[src/rtl/phy_mgmt_pkg.sv]
// Shared types, address map and default profiles for the PHY management bank.
package phy_mgmt_pkg;
    localparam int REG_W  = 16;
    localparam int ADDR_W = 5;

    localparam logic [ADDR_W-1:0] ADR_EQ   = 5'h01;
    localparam logic [ADDR_W-1:0] ADR_ADJ  = 5'h02;
    localparam logic [ADDR_W-1:0] ADR_STAT = 5'h04;
    localparam logic [ADDR_W-1:0] ADR_SRST = 5'h08;

    localparam int SRST_BIT = 15;

    typedef struct packed {
        logic [3:0] boost;
        logic [3:0] amp;
        logic [3:0] pre;
    } ctrl_t;

    // Default control profile selected by the mode input.
    function automatic ctrl_t ctrl_default(input logic mode);
        ctrl_t c;
        if (mode) begin
            c.boost = 4'hC; c.amp = 4'h3; c.pre = 4'hF;
        end else begin
            c.boost = 4'h0; c.amp = 4'h5; c.pre = 4'h0;
        end
        return c;
    endfunction
endpackage

[src/rtl/phy_lane_sync.sv]
// Multi-stage synchronizer for a vector of independent asynchronous lane flags.
// Assumes each bit is a level that may be sampled independently of the others.
module phy_lane_sync #(
    parameter int          W       = 4,
    parameter int          STAGES  = 2,
    parameter logic        RST_VAL = 1'b0
) (
    input  logic         clk,
    input  logic         rst_n,
    input  logic [W-1:0] d,
    output logic [W-1:0] q
);
    logic [W-1:0] stg [STAGES];

    genvar s;
    generate
        for (s = 0; s < STAGES; s++) begin : g_stage
            // Shift the flags one flop further along the chain.
            always_ff @(posedge clk) begin
                if (!rst_n)
                    stg[s] <= {W{RST_VAL}};
                else if (s == 0)
                    stg[s] <= d;
                else
                    stg[s] <= stg[(s == 0) ? 0 : s-1];
            end
        end
    endgenerate

    assign q = stg[STAGES-1];
endmodule

[src/rtl/phy_status_latch.sv]
// Per-lane event latches: signal-detect latches low, loss-of-signal latches high.
// A read restores each bit to its idle value, but an event at the same edge wins.
// Assumes the inputs are already synchronous to clk.
module phy_status_latch #(
    parameter int LANES = 4
) (
    input  logic             clk,
    input  logic             rst_n,
    input  logic             clr,
    input  logic [LANES-1:0] sd_in,
    input  logic [LANES-1:0] los_in,
    output logic [LANES-1:0] sd_q,
    output logic [LANES-1:0] los_q
);
    genvar l;
    generate
        for (l = 0; l < LANES; l++) begin : g_lane
            // Latch-low detect flag, set back to 1 by a read.
            always_ff @(posedge clk) begin
                if (!rst_n) sd_q[l] <= 1'b1;
                else        sd_q[l] <= (clr | sd_q[l]) & sd_in[l];
            end
            // Latch-high loss flag, cleared by a read.
            always_ff @(posedge clk) begin
                if (!rst_n) los_q[l] <= 1'b0;
                else        los_q[l] <= (~clr & los_q[l]) | los_in[l];
            end
        end
    endgenerate
endmodule

[src/rtl/phy_srst_timer.sv]
// Fixed-length pulse generator for the datapath soft reset.
// A start request while the pulse is running is ignored.
module phy_srst_timer #(
    parameter int CYCLES = 8
) (
    input  logic clk,
    input  logic rst_n,
    input  logic start,
    output logic active
);
    localparam int CW = $clog2(CYCLES + 1);
    logic [CW-1:0] cnt;

    // Load the pulse length on a start, then count down to zero.
    always_ff @(posedge clk) begin
        if (!rst_n)
            cnt <= '0;
        else if (start && cnt == '0)
            cnt <= CW'(CYCLES);
        else if (cnt != '0)
            cnt <= cnt - 1'b1;
    end

    assign active = (cnt != '0);
endmodule

[src/rtl/phy_mgmt_regs.sv]
// Management register bank for a four-lane PHY: control fields with
// mode-dependent defaults, a latched lane status word and a soft-reset command.
// Assumes one access per cycle; read data is combinational from reg_addr.
module phy_mgmt_regs
    import phy_mgmt_pkg::*;
#(
    parameter int LANES       = 4,
    parameter int SYNC_STAGES = 2,
    parameter int SRST_CYCLES = 8
) (
    input  logic              clk,
    input  logic              rst_n,
    input  logic              mode_sel,
    input  logic [ADDR_W-1:0] reg_addr,
    input  logic [REG_W-1:0]  reg_wdata,
    input  logic              reg_wr,
    input  logic              reg_rd,
    output logic [REG_W-1:0]  reg_rdata,
    input  logic [LANES-1:0]  sig_det_raw,
    input  logic [LANES-1:0]  los_raw,
    output logic [3:0]        eq_coeff,
    output logic [3:0]        amp_ctrl,
    output logic [3:0]        preemph_en,
    output logic              dp_soft_rst
);
    localparam int STAT_PAD = REG_W - 2*LANES;

    ctrl_t            ctrl;
    logic [LANES-1:0] sd_sync, los_sync, sd_lat, los_lat;
    logic             stat_clr, srst_go, srst_busy;

    assign stat_clr = reg_rd && (reg_addr == ADR_STAT);
    assign srst_go  = reg_wr && (reg_addr == ADR_SRST) && reg_wdata[SRST_BIT];

    phy_lane_sync #(.W(LANES), .STAGES(SYNC_STAGES), .RST_VAL(1'b1)) u_sd_sync (
        .clk(clk), .rst_n(rst_n), .d(sig_det_raw), .q(sd_sync));

    phy_lane_sync #(.W(LANES), .STAGES(SYNC_STAGES), .RST_VAL(1'b0)) u_los_sync (
        .clk(clk), .rst_n(rst_n), .d(los_raw), .q(los_sync));

    phy_status_latch #(.LANES(LANES)) u_latch (
        .clk(clk), .rst_n(rst_n), .clr(stat_clr),
        .sd_in(sd_sync), .los_in(los_sync), .sd_q(sd_lat), .los_q(los_lat));

    phy_srst_timer #(.CYCLES(SRST_CYCLES)) u_srst (
        .clk(clk), .rst_n(rst_n), .start(srst_go), .active(srst_busy));

    // Control fields: load mode defaults in reset, take decoded writes after.
    always_ff @(posedge clk) begin
        if (!rst_n)
            ctrl <= ctrl_default(mode_sel);
        else if (reg_wr) begin
            case (reg_addr)
                ADR_EQ:  ctrl.boost <= reg_wdata[3:0];
                ADR_ADJ: begin
                    ctrl.amp <= reg_wdata[9:6];
                    ctrl.pre <= reg_wdata[5:2];
                end
                default: ;
            endcase
        end
    end

    // Read multiplexer; undefined addresses return zero.
    always_comb begin
        case (reg_addr)
            ADR_EQ:   reg_rdata = {12'h000, ctrl.boost};
            ADR_ADJ:  reg_rdata = {6'b0, ctrl.amp, ctrl.pre, 2'b00};
            ADR_STAT: reg_rdata = {{STAT_PAD{1'b0}}, sd_lat, los_lat};
            ADR_SRST: reg_rdata = {srst_busy, 15'b0};
            default:  reg_rdata = '0;
        endcase
    end

    assign eq_coeff    = ctrl.boost;
    assign amp_ctrl    = ctrl.amp;
    assign preemph_en  = ctrl.pre;
    assign dp_soft_rst = srst_busy;
endmodule

[config.mk]
export PLATFORM = sky130hd
export DESIGN_NAME = phy_mgmt_regs
export DESIGN_NICKNAME = d
export VERILOG_FILES = /design/src/rtl/phy_mgmt_pkg.sv /design/src/rtl/phy_lane_sync.sv /design/src/rtl/phy_status_latch.sv /design/src/rtl/phy_srst_timer.sv /design/src/rtl/phy_mgmt_regs.sv
export SDC_FILE = /design/constraint.sdc
export NUM_CORES = 1
export LEC_CHECK = 0
export ABC_CLOCK_PERIOD_IN_PS = 1500
export BUFFER_PORTS_ARGS = -buffer_cell sky130_fd_sc_hd__buf_2
export CORE_ASPECT_RATIO = 0.5
export CORE_MARGIN = 2
export CORE_UTILIZATION = 30
export CTS_CLUSTER_DIAMETER = 30
export CTS_CLUSTER_SIZE = 20
export DETAILED_ROUTE_END_ITERATION = 7
export HOLD_SLACK_MARGIN = 0.05
export MAX_ROUTING_LAYER = met4
export SLEW_MARGIN = 40
export SYNTH_ARGS = -nofsm -noshare
export SYNTH_HDL_FRONTEND = slang
export SYNTH_SLANG_ARGS = --single-unit
[constraint.sdc]
create_clock -name clk -period 1.5 [get_ports clk]
set_input_delay 0.15 -clock clk [delete_from_list [all_inputs] [get_ports clk]]
set_output_delay 0.15 -clock clk [all_outputs]
set_load 0.05 [all_outputs]
# Word-level counts from Yosys, hierarchy flattened
# Memory sizes are Yosys's and may differ from the RTL's.
# Index checks and enable logic that the tools add are counted.
[totals]
ff_bits = 24
mem_bits_rw = 16
inputBits = 34
output_inout_bits = 29
n_memories = 2
[mem_list]
columns = ["name", "depth", "width", "rd", "rd_ports_with_merged_regs", "wr", "line", "source"]
rows = [
  ["u_los_sync.stg", 2, 4, 2, 0, 2, "phy_lane_sync.sv:13", "logic [W-1:0] stg [STAGES];"],
  ["u_sd_sync.stg", 2, 4, 2, 0, 2, "phy_lane_sync.sv:13", ""],
]
[classes]
addsub = 1
n_eq_ne = 7
mux = 14
bitwise = 22
n_reduce_logical = 10
[ops]
columns = ["cell", "n"]
rows = [
  ["case mux 16 bit (4 select lines)", 1],
  ["two-way mux 12 bit", 3],
  ["two-way mux 4 bit", 7],
  ["bitwise OR 1 bit", 12],
  ["bitwise AND 1 bit", 8],
  ["two-way mux 8 bit", 1],
  ["inequality test 2 x 1 -> 1 bit (second input constant)", 3],
  ["equality test 5 x 1 -> 1 bit (second input constant)", 1],
  ["equality test 5 x 2 -> 1 bit (second input constant)", 1],
  ["equality test 5 x 3 -> 1 bit (second input constant)", 1],
  ["equality test 5 x 4 -> 1 bit (second input constant)", 1],
  ["logical AND 1 bit", 4],
  ["zero test 4 bit", 1],
  ["AND reduction 2 bit", 2],
  ["nonzero test 4 bit", 1],
  ["subtractor 4 x 1 -> 4 bit (second input constant)", 1],
  ["two-way mux 1 bit", 2],
  ["NOT 1 bit", 2],
  ["nonzero test 2 bit", 1],
  ["OR reduction 2 bit", 1],
]

# Depth between registers and ports, before layout
# Gate-level depths: netlist (run 1).
[depth]
ltp_word = 5
depth_mapped = 5
depth_no_buf = 5

# By module
# Synthesis (run 1) repeated with hierarchy kept, for this count alone.
[hier_totals]
cells_unflattened = 143
area_unflattened_um2 = 1619.1
[modules_own_cells]
columns = ["module", "instances", "cells_per_inst", "area_each_um2", "seq_area_each_um2"]
rows = [
  ["phy_mgmt_regs", 1, 61, 711.9, 360.3],
  ["phy_lane_sync", 2, 16, 210.2, 160.2],
  ["phy_status_latch", 1, 25, 255.2, 160.2],
  ["phy_srst_timer", 1, 25, 231.5, 80.1],
]

# Worst setup path before layout (run 1)
# OpenSTA, ideal clock, no wires.
[synth_path]
kind = "register -> output"
start = "register u_srst.cnt[0]"
end = "output reg_rdata[15]"
arrival_ps = 1478
t_required_ps = 1350
setup_slack_ps = -128
path_stages_with_launch = 6
path_buffers = 0
path_cell_list = "dfxtp_1 inv_1 ha_1 nor3b_2 inv_2 and3_1"
[synth_between]
elab_chain_cells = 2
[synth_lines]
columns = ["item", "line", "source"]
rows = [
  ["start, declared", "phy_srst_timer.sv:12", "logic [CW-1:0] cnt;"],
  ["start signal, assigned", "phy_srst_timer.sv:19", "cnt <= CW'(CYCLES);"],
  ["start signal, assigned", "phy_srst_timer.sv:21", "cnt <= cnt - 1'b1;"],
  ["nonzero test 4 bit", "phy_srst_timer.sv:24", "assign active = (cnt != '0);"],
  ["named net dp_soft_rst", "phy_mgmt_regs.sv:24", "output logic dp_soft_rst"],
  ["case mux 16 bit (4 select lines)", "phy_mgmt_regs.sv:66", "case (reg_addr)"],
  ["end, declared", "phy_mgmt_regs.sv:18", "output logic [REG_W-1:0] reg_rdata,"],
]
# The timed path passes the listed nets, and every way through them passes these cells.

# Final worst setup path (run 1)
[layout_path]
start = "register u_srst.cnt[1]"
end = "output reg_rdata[15]"
[layout_between]
elab_chain_cells = 2
[layout_lines]
columns = ["item", "line"]
rows = [
  ["nonzero test 4 bit", "phy_srst_timer.sv:24"],
  ["case mux 16 bit (4 select lines)", "phy_mgmt_regs.sv:66"],
]
# No other way between the ends.

==> metrics.md, run 1 <==
| Metric | Value |
|---|---|
| Run status | finished with violations |
| Violated checks | negative setup slack |
| Gate Count Post-Synth | 154 |
| Required time worst endpoint | 1.35 ns |
| Area occupied by multi-input gates | 748 µm² |
| Cell area after synthesis | 0.00166 mm² |
| DRC | 0 |
| Switch Pwr | 0.966 mW |
| DR top layer | met4 |
| Power Density | 1220 mW/mm² |
| Synth Flop Type | dfxtp_1 |
| CTS buffer count | 5 |
| Antenna diode count | 0 |
| Sequential power share | 43.3% |
| Distinct cells, synth | 37 |
| Clk root buf | clkbuf_8 |
| Slowest CP cell | dfxtp_2 |
| CP Max Fanout | 3 |
| Nets | 263 |
| Setup slack after layout | -0.0315 ns |
| Final hold violations | 0 |
| Fill count | 507 |
| Critical path's largest stage delay | 0.32 ns |
| Sw Share | 32.3% |
| LEAKAGE | 1.14 nW |
| Die width | 109 µm |
| Area delta synth->final | 48.5% |
| Post-synthesis sequential area ratio | 55.6% |
| GRT Resource Usage Total | 14.6% |
| Register area | 923 µm² |
| CTS sink cnt | 40 |
| Largest net degree at the start of global routing | 26 |
| YS warnings | 0 |
| Post-DP HPWL | 2900 µm |
| Fin crit share | 102% |
| I/O pin count | 63 |
| Clock network power share | 24.6% |
| Gpl congestion | 0.754 |
| Worst min path class | input pin to flip-flop |
| Met1 Routed Length | 1770 µm |
| Mean Syn Cell Area | 10.7 µm² |
| First-pass GRT wire length | 6460 µm |
| Crit end category | output pin |
| I/O Buffers | 52 |
| Clk_lat worst skew | 0.29 ns |
| Chip height | 56.5 µm |
| Crit-path cells | inv_2 -> ha_4 -> nor3b_4 -> inv_2 -> and3_4 -> buf_8 |
| Setup TNS | -0.138 ns |
| Iteration-0 DRC Markers | 56 |
| Final Util | 45.6% |
| GRT Residual Overflow | 0 |
| Commonest non-fill, non-tap cell in the layout | buf_2 |
| Met3 Wirelength | 226 µm |
| Min Tclk post-route | 1.53 ns |
| CP Class | flip-flop to output pin |
| Worst Setup Start Kind | flip-flop |
| Final ANT Viol Nets | 0 |
| Most frequent cells in the layout | buf_2 (40), dfxtp_1 (26), nand2_1 (20), buf_4 (19), edfxtp_1 (12) |
| Post-synthesis sequential element count | 40 |
| Die area | 0.00616 mm² |
| Row cnt | 19 |
| Post-DR wirelength/cell | 13.1 µm |
| # setup viols final | 8 |
| Ys async rst share | 0% |
| H-tree lvl count | 2 |
| Max cap viols | 0 |
| Layout cells sized above 1 | 47.2% |
| CTS tree | done |
| Core area | 0.00540 mm² |
| Longest Clk Path Bufs | 2 |
| Vias per cell | 4.46 |
| Initial Util | 30.7% |
| Pwr Total | 2.99 mW |
| Comb pwr share | 32.1% |
| Met2 wire len | 1930 µm |
| RSZ-0062 raised after global routing | yes |
| Post-Route WL | 3970 µm |
| Vias in the first global route | 1,311 |
| Slew Viols, Final | 0 |
| Initial antenna violation count | 0 |
| Worst path most repeated cell | inv_2 |
| EDFF count, synth | 12 |
| Clk slew on worst S/H paths | 0.07 ns |
| FMAX | 653 MHz |
| Crit path DAT | 1.38 ns |
| Via count | 1,346 |
| Final Skew | 0.00350 ns |
| 1st-pass router iterations | 4 |
| Pint | 2.03 mW |
| Hold WS | 0.0485 ns |
| Peak VDD IR | 778 µV |
-- worst max-delay path, delay by kind of cell (launching register included) --
kind	cells	cell delay [ns]
fa+ha+maj	1	0.14
flops	1	0.32
simple gates	2	0.35
buf+inv	3	0.26
-- path summary, 6_finish.rpt --
kind / cells past startpoint / end / slack, ns / start
worst max-delay path: 6 / reg_rdata[15] / -0.03 / u_srst.cnt[1]
worst min-delay path: 2 / u_sd_sync.stg[0][0] / 0.05 / sig_det_raw[0]
worst min register to register: 1 / u_sd_sync.stg[1][0] / 0.42 / u_sd_sync.stg[0][0]
worst max register to register: 6 / u_srst.cnt[0] / 0.21 / u_srst.cnt[0]
-- registers in the layout (all words and copies together) (netlist names) --
signal          flops
amp_ctrl            4
eq_coeff            4
preemph_en          4
u_latch.los_q       4
u_latch.sd_q        4
u_los_sync.stg      8
u_sd_sync.stg       8
u_srst.cnt          4
-- Yosys cell counts, drive strengths merged, types with 3 or more instances --
master | n | area share, %
a21o | 3 | 1.4
o311ai | 4 | 3.9
dfxtp | 28 | 34
and3 | 4 | 1.5
clkbuf | 4 | 0.91
edfxtp | 12 | 22
nand2 | 20 | 4.5
nor3 | 6 | 2.4
buf | 8 | 3.5
o21ai | 4 | 1.2
a31oi | 4 | 1.5
and2 | 12 | 4.5
inv | 11 | 2.5
nand2b | 10 | 3.8
a22o | 6 | 3.2
-- cell families (layout without fill, tap and decap cells) --
kind of cell | Yosys count | after routing | synth area share [%]
multiplexers | 1 | 1 | 0.605
other | 1 | 5 | 0.227
adder cells (fa/ha/maj) | 1 | 1 | 0.756
flip-flops | 40 | 40 | 55.6
AND/OR/NAND/NOR | 61 | 61 | 21.8
AO/OA/AOI/OAI | 27 | 27 | 14.1
buffers and inverters | 23 | 94 | 6.88
-- power by group through the flow --
stage / logic [mW] / registers (mW) / clock network (mW)
after floorplan: 0.426 / 1.40 / 0
after global placement: 0.706 / 1.30 / 0
after detailed placement: 0.733 / 1.31 / 0
after CTS: 0.853 / 1.29 / 0.750
after global routing: 1.05 / 1.31 / 0.809
final: 0.960 / 1.30 / 0.734
-- final cells by class --
type                            instances  area share, %
Tap cell                               73           3.72
Clock buffer                            6           3.36
Multi-Input combinational cell         95           30.4
Timing Repair Buffer                   75           22.8
Sequential cell                        40           37.6
Clock inverter                          2          0.407
Inverter                               11           1.68
-- metrics by stage --
step / setup slack [ns] / instance area (µm²) / std cells
final: -0.0315 / 2460 / 302
after CTS: -0.0516 / 2370 / 298
after detailed placement: -0.169 / 2070 / 284
after global placement: -0.157 / 2070 / 284
after floorplan: -0.0243 / 1680 / 158
after global routing: -0.124 / 2460 / 302
-- routing by layer --
| layer | track usage (%) | vias to the layer above |
|---|---|---|
| li1 | - | 672 |
| met1 | 17.6 | 637 |
| met2 | 22.9 | 32 |
| met3 | 5.11 | 5 |
| met4 | 4.95 | 0 |
| met5 | - | - |
-- what timing repair did --
item	in CTS	in global routing
hold buffers	3	0
resized for setup	41	13
pin swaps	5	6
buffers inserted	3	4
endpoints found under the setup margin	10	10
hold endpoints to repair	3	0
(Power assumes the default switching activity.)
==> run 2: changes to the inputs <==
- ABC_AREA: unset -> 1
- ABC_CLOCK_PERIOD_IN_PS: 1500 -> 1770
- clock period: 1.5 -> 1.77 ns (I/O delays scaled with it)
==> metrics.md, run 2 <==
| Metric | Value |
|---|---|
| Min Tclk post-route | 1.66 ns |
| Post-DR wirelength/cell | 9.84 µm (-25%) |
| Initial Util | 30.9% (+0.21 points) |
| Mean Syn Cell Area | 8.71 µm² (-19%) |
| DP Area | 0.00203 mm² (-2.0%) |
| Via count | 1,342 (-0.30%) |
| Iteration-0 DRC Markers | 40 (-29%) |
| Setup slack after layout | 0.112 ns (+0.143 ns) |
| Run status | completed |
| GRT Resource Usage Total | 11.5% (-3.1 points) |
| Fill count | 541 (+6.7%) |
| Clk_lat worst skew | 0.28 ns (about the same) |
| Post-synthesis sequential element count | 40 (unchanged) |
| Post-CTS setup buffer count | 0 (-3) |
| Worst Setup Start Kind | flip-flop |
| Synth Area in Compound Gates | 6.55% (-7.6 points) |
| Top post-synthesis cells by area | dfxtp_1 (33%), edfxtp_1 (21%), nand2_1 (9.8%), inv_1 (9.2%), buf_4 (2.2%) |
| Final hold violations | 0 (unchanged) |
| Initial antenna violation count | 0 (unchanged) |
| Gate Count Post-Synth | 193 (+25%) |
| Power Density | 1080 mW/mm² (-11%) |
| Largest family of logic cells by synthesized area | simple AND/OR/NAND/NOR gates |
| Post-Route WL | 3220 µm (-19%) |
| Cell area after synthesis | 0.00168 mm² (+1.6%) |
| Chip height | 56.9 µm (+0.73%) |
| EDFF count, synth | 12 (unchanged) |
| Hold WS | 0.0750 ns (+0.0265 ns) |
| Vias per cell | 4.10 (-7.9%) |
| First-pass GRT wire length | 5280 µm (-18%) |
| Setup WS pre-CTS | 0.213 ns (+0.382 ns) |
| Layout cells sized above 1 | 32.3% (-15 points) |
| Die width | 110 µm (+0.76%) |
| CTS tree | done |
| Worst min path class | input pin to flip-flop |
| Core area | 0.00544 mm² (+0.88%) |
| Yosys top cell by area | dfxtp_1 |
| Nets | 288 (+9.5%) |
| Peak VDD IR | 331 µV (-57%) |
| Largest net degree at the start of global routing | 17 (-35%) |
| Count leader, synth | nand2_1 |
| Synth Area in XOR/XNOR | 0.521% (+0.52 points) |
| RSZ-0062 raised after global routing | no |
| Post-DP HPWL | 2500 µm (-14%) |
| Commonest non-fill, non-tap cell in the layout | buf_2 |
| Antenna diode count | 0 (unchanged) |
| # setup viols final | 0 (-8) |
| Vias in the first global route | 1,237 (-5.6%) |
| Synth Flop Type | dfxtp_1 |
| CTS buffer count | 5 (unchanged) |
| Biggest regs | u_los_sync.stg x8, u_sd_sync.stg x8 |
| Top cells by count, synth | nand2_1 (44), inv_1 (41), dfxtp_1 (28) |
| CP Class | flip-flop to output pin |
| Area delta synth->final | 25.4% |
| Setup TNS | 0 ns (+0.138 ns) |
| Layout Cell Area excl Fill | 0.00211 mm² (-14%) |
| Ys async rst share | 0% (unchanged) |
| Required time worst endpoint | 1.59 ns (+0.24 ns) |
| Row cnt | 19 (unchanged) |
| Most frequent cells in the layout | buf_2 (52), nand2_1 (44), inv_1 (41), dfxtp_1 (28), edfxtp_1 (12) |
| Gpl congestion | 0.767 (+1.8%) |
| GRT Residual Overflow | 0 (unchanged) |
| Post-synthesis sequential area ratio | 54.8% (-0.87 points) |
| 1st-pass router iterations | 4 (unchanged) |
| DRC | 0 (unchanged) |
| CP Max Fanout | 7 (+4) |
| Clk slew on worst S/H paths | 0.08 ns (about the same) |
| Post-Synth Simple-Gate Area | 23.9% (+2.1 points) |
| LEAKAGE | 1.12 nW (-2.1%) |
| I/O pin count | 63 (unchanged) |
| Longest Clk Path Bufs | 2 (unchanged) |
| H-tree lvl count | 2 (unchanged) |
| Crit end category | output pin |
| Slew Viols, Final | 0 (unchanged) |
| Final Skew | 0.00701 ns (+0.00351 ns) |
| Fin crit share | 93.7% |
| Synth top area share | 33.3% (-0.53 points) |
| I/O Buffers | 52 (unchanged) |
| Max cap viols | 0 (unchanged) |
| Crit path DAT | 1.48 ns (+0.10 ns) |
| YS warnings | 0 (unchanged) |
| FMAX | 603 MHz |
| CTS sink cnt | 40 (unchanged) |
| Clk root buf | clkbuf_8 |
| Hold-fix buffers at CTS | 0 (-3) |
| Final ANT Viol Nets | 0 (unchanged) |
| Die area | 0.00626 mm² (+1.5%) |
| Post_cts resized | 0 (-100%) |
| Distinct cells, synth | 28 (-24%) |
| Proportion of synthesized area in mux cells | 0% (-0.60 points) |
| Adder-cell share of the synthesized area | 0.744% (-0.012 points) |
[run 2: kinds of logic after synthesis]
logic type	count (synthesis)
compound gates	19
xor+xnor	1
fa+ha+maj	1
buf+inv	52
flops	40
other cells	1
simple gates	79
[run 2: layer usage]
layer  vias up  track usage, %  share of wire [%]
li1        701               -                  -
met1       614            12.7                 43
met2        23            18.7                 52
met3         4            4.57                3.8
met4         0            4.52                1.4
met5         -               -                  0
[run 2: area by class of cell]
| cell class | instances | area [µm²] | area share, % |
|---|---|---|---|
| clock buffer | 5 | 68.8 | 3.26 |
| timing repair buffer | 57 | 298 | 14.1 |
| clock inverter | 3 | 13.8 | 0.652 |
| sequential | 40 | 921 | 43.7 |
| tap | 73 | 91.3 | 4.33 |
| inverter | 44 | 165 | 7.83 |
| multi-input combinational | 105 | 552 | 26.2 |
[run 2: stage by stage]
| step | std cells | util (%) | power [mW] |
|---|---|---|---|
| finish | 327 | 38.7 | 2.27 |
| global route | 327 | 38.7 | 2.40 |
| CTS | 327 | 38.7 | 2.30 |
| detailed placement | 319 | 37.2 | 1.74 |
| global placement | 319 | 37.2 | 1.71 |
| floorplan | 197 | - | 1.59 |
[run 2: worst paths after layout]
kind	cells past startpoint	slack, ns	start	to
worst max-delay path	5	0.11	u_srst.cnt[0]	reg_rdata[15]
worst min-delay path	3	0.07	los_raw[2]	u_los_sync.stg[0][2]
worst max register to register	7	0.54	u_srst.cnt[0]	u_srst.cnt[2]
worst min register to register	1	0.40	u_sd_sync.stg[0][0]	u_sd_sync.stg[1][0]
[run 2: critical path, cell delays in order (launching register included)]
cell and delay (ns):
dfxtp_1 0.32, inv_1 0.07, ha_1 0.22, nand3_2 0.16
and2_2 0.22, buf_2 0.20
[run 2: where the power goes]
part / internal [mW] / switching (mW)
sequential: 1.04 / 0.0365
combinational: 0.188 / 0.448
clock: 0.267 / 0.293
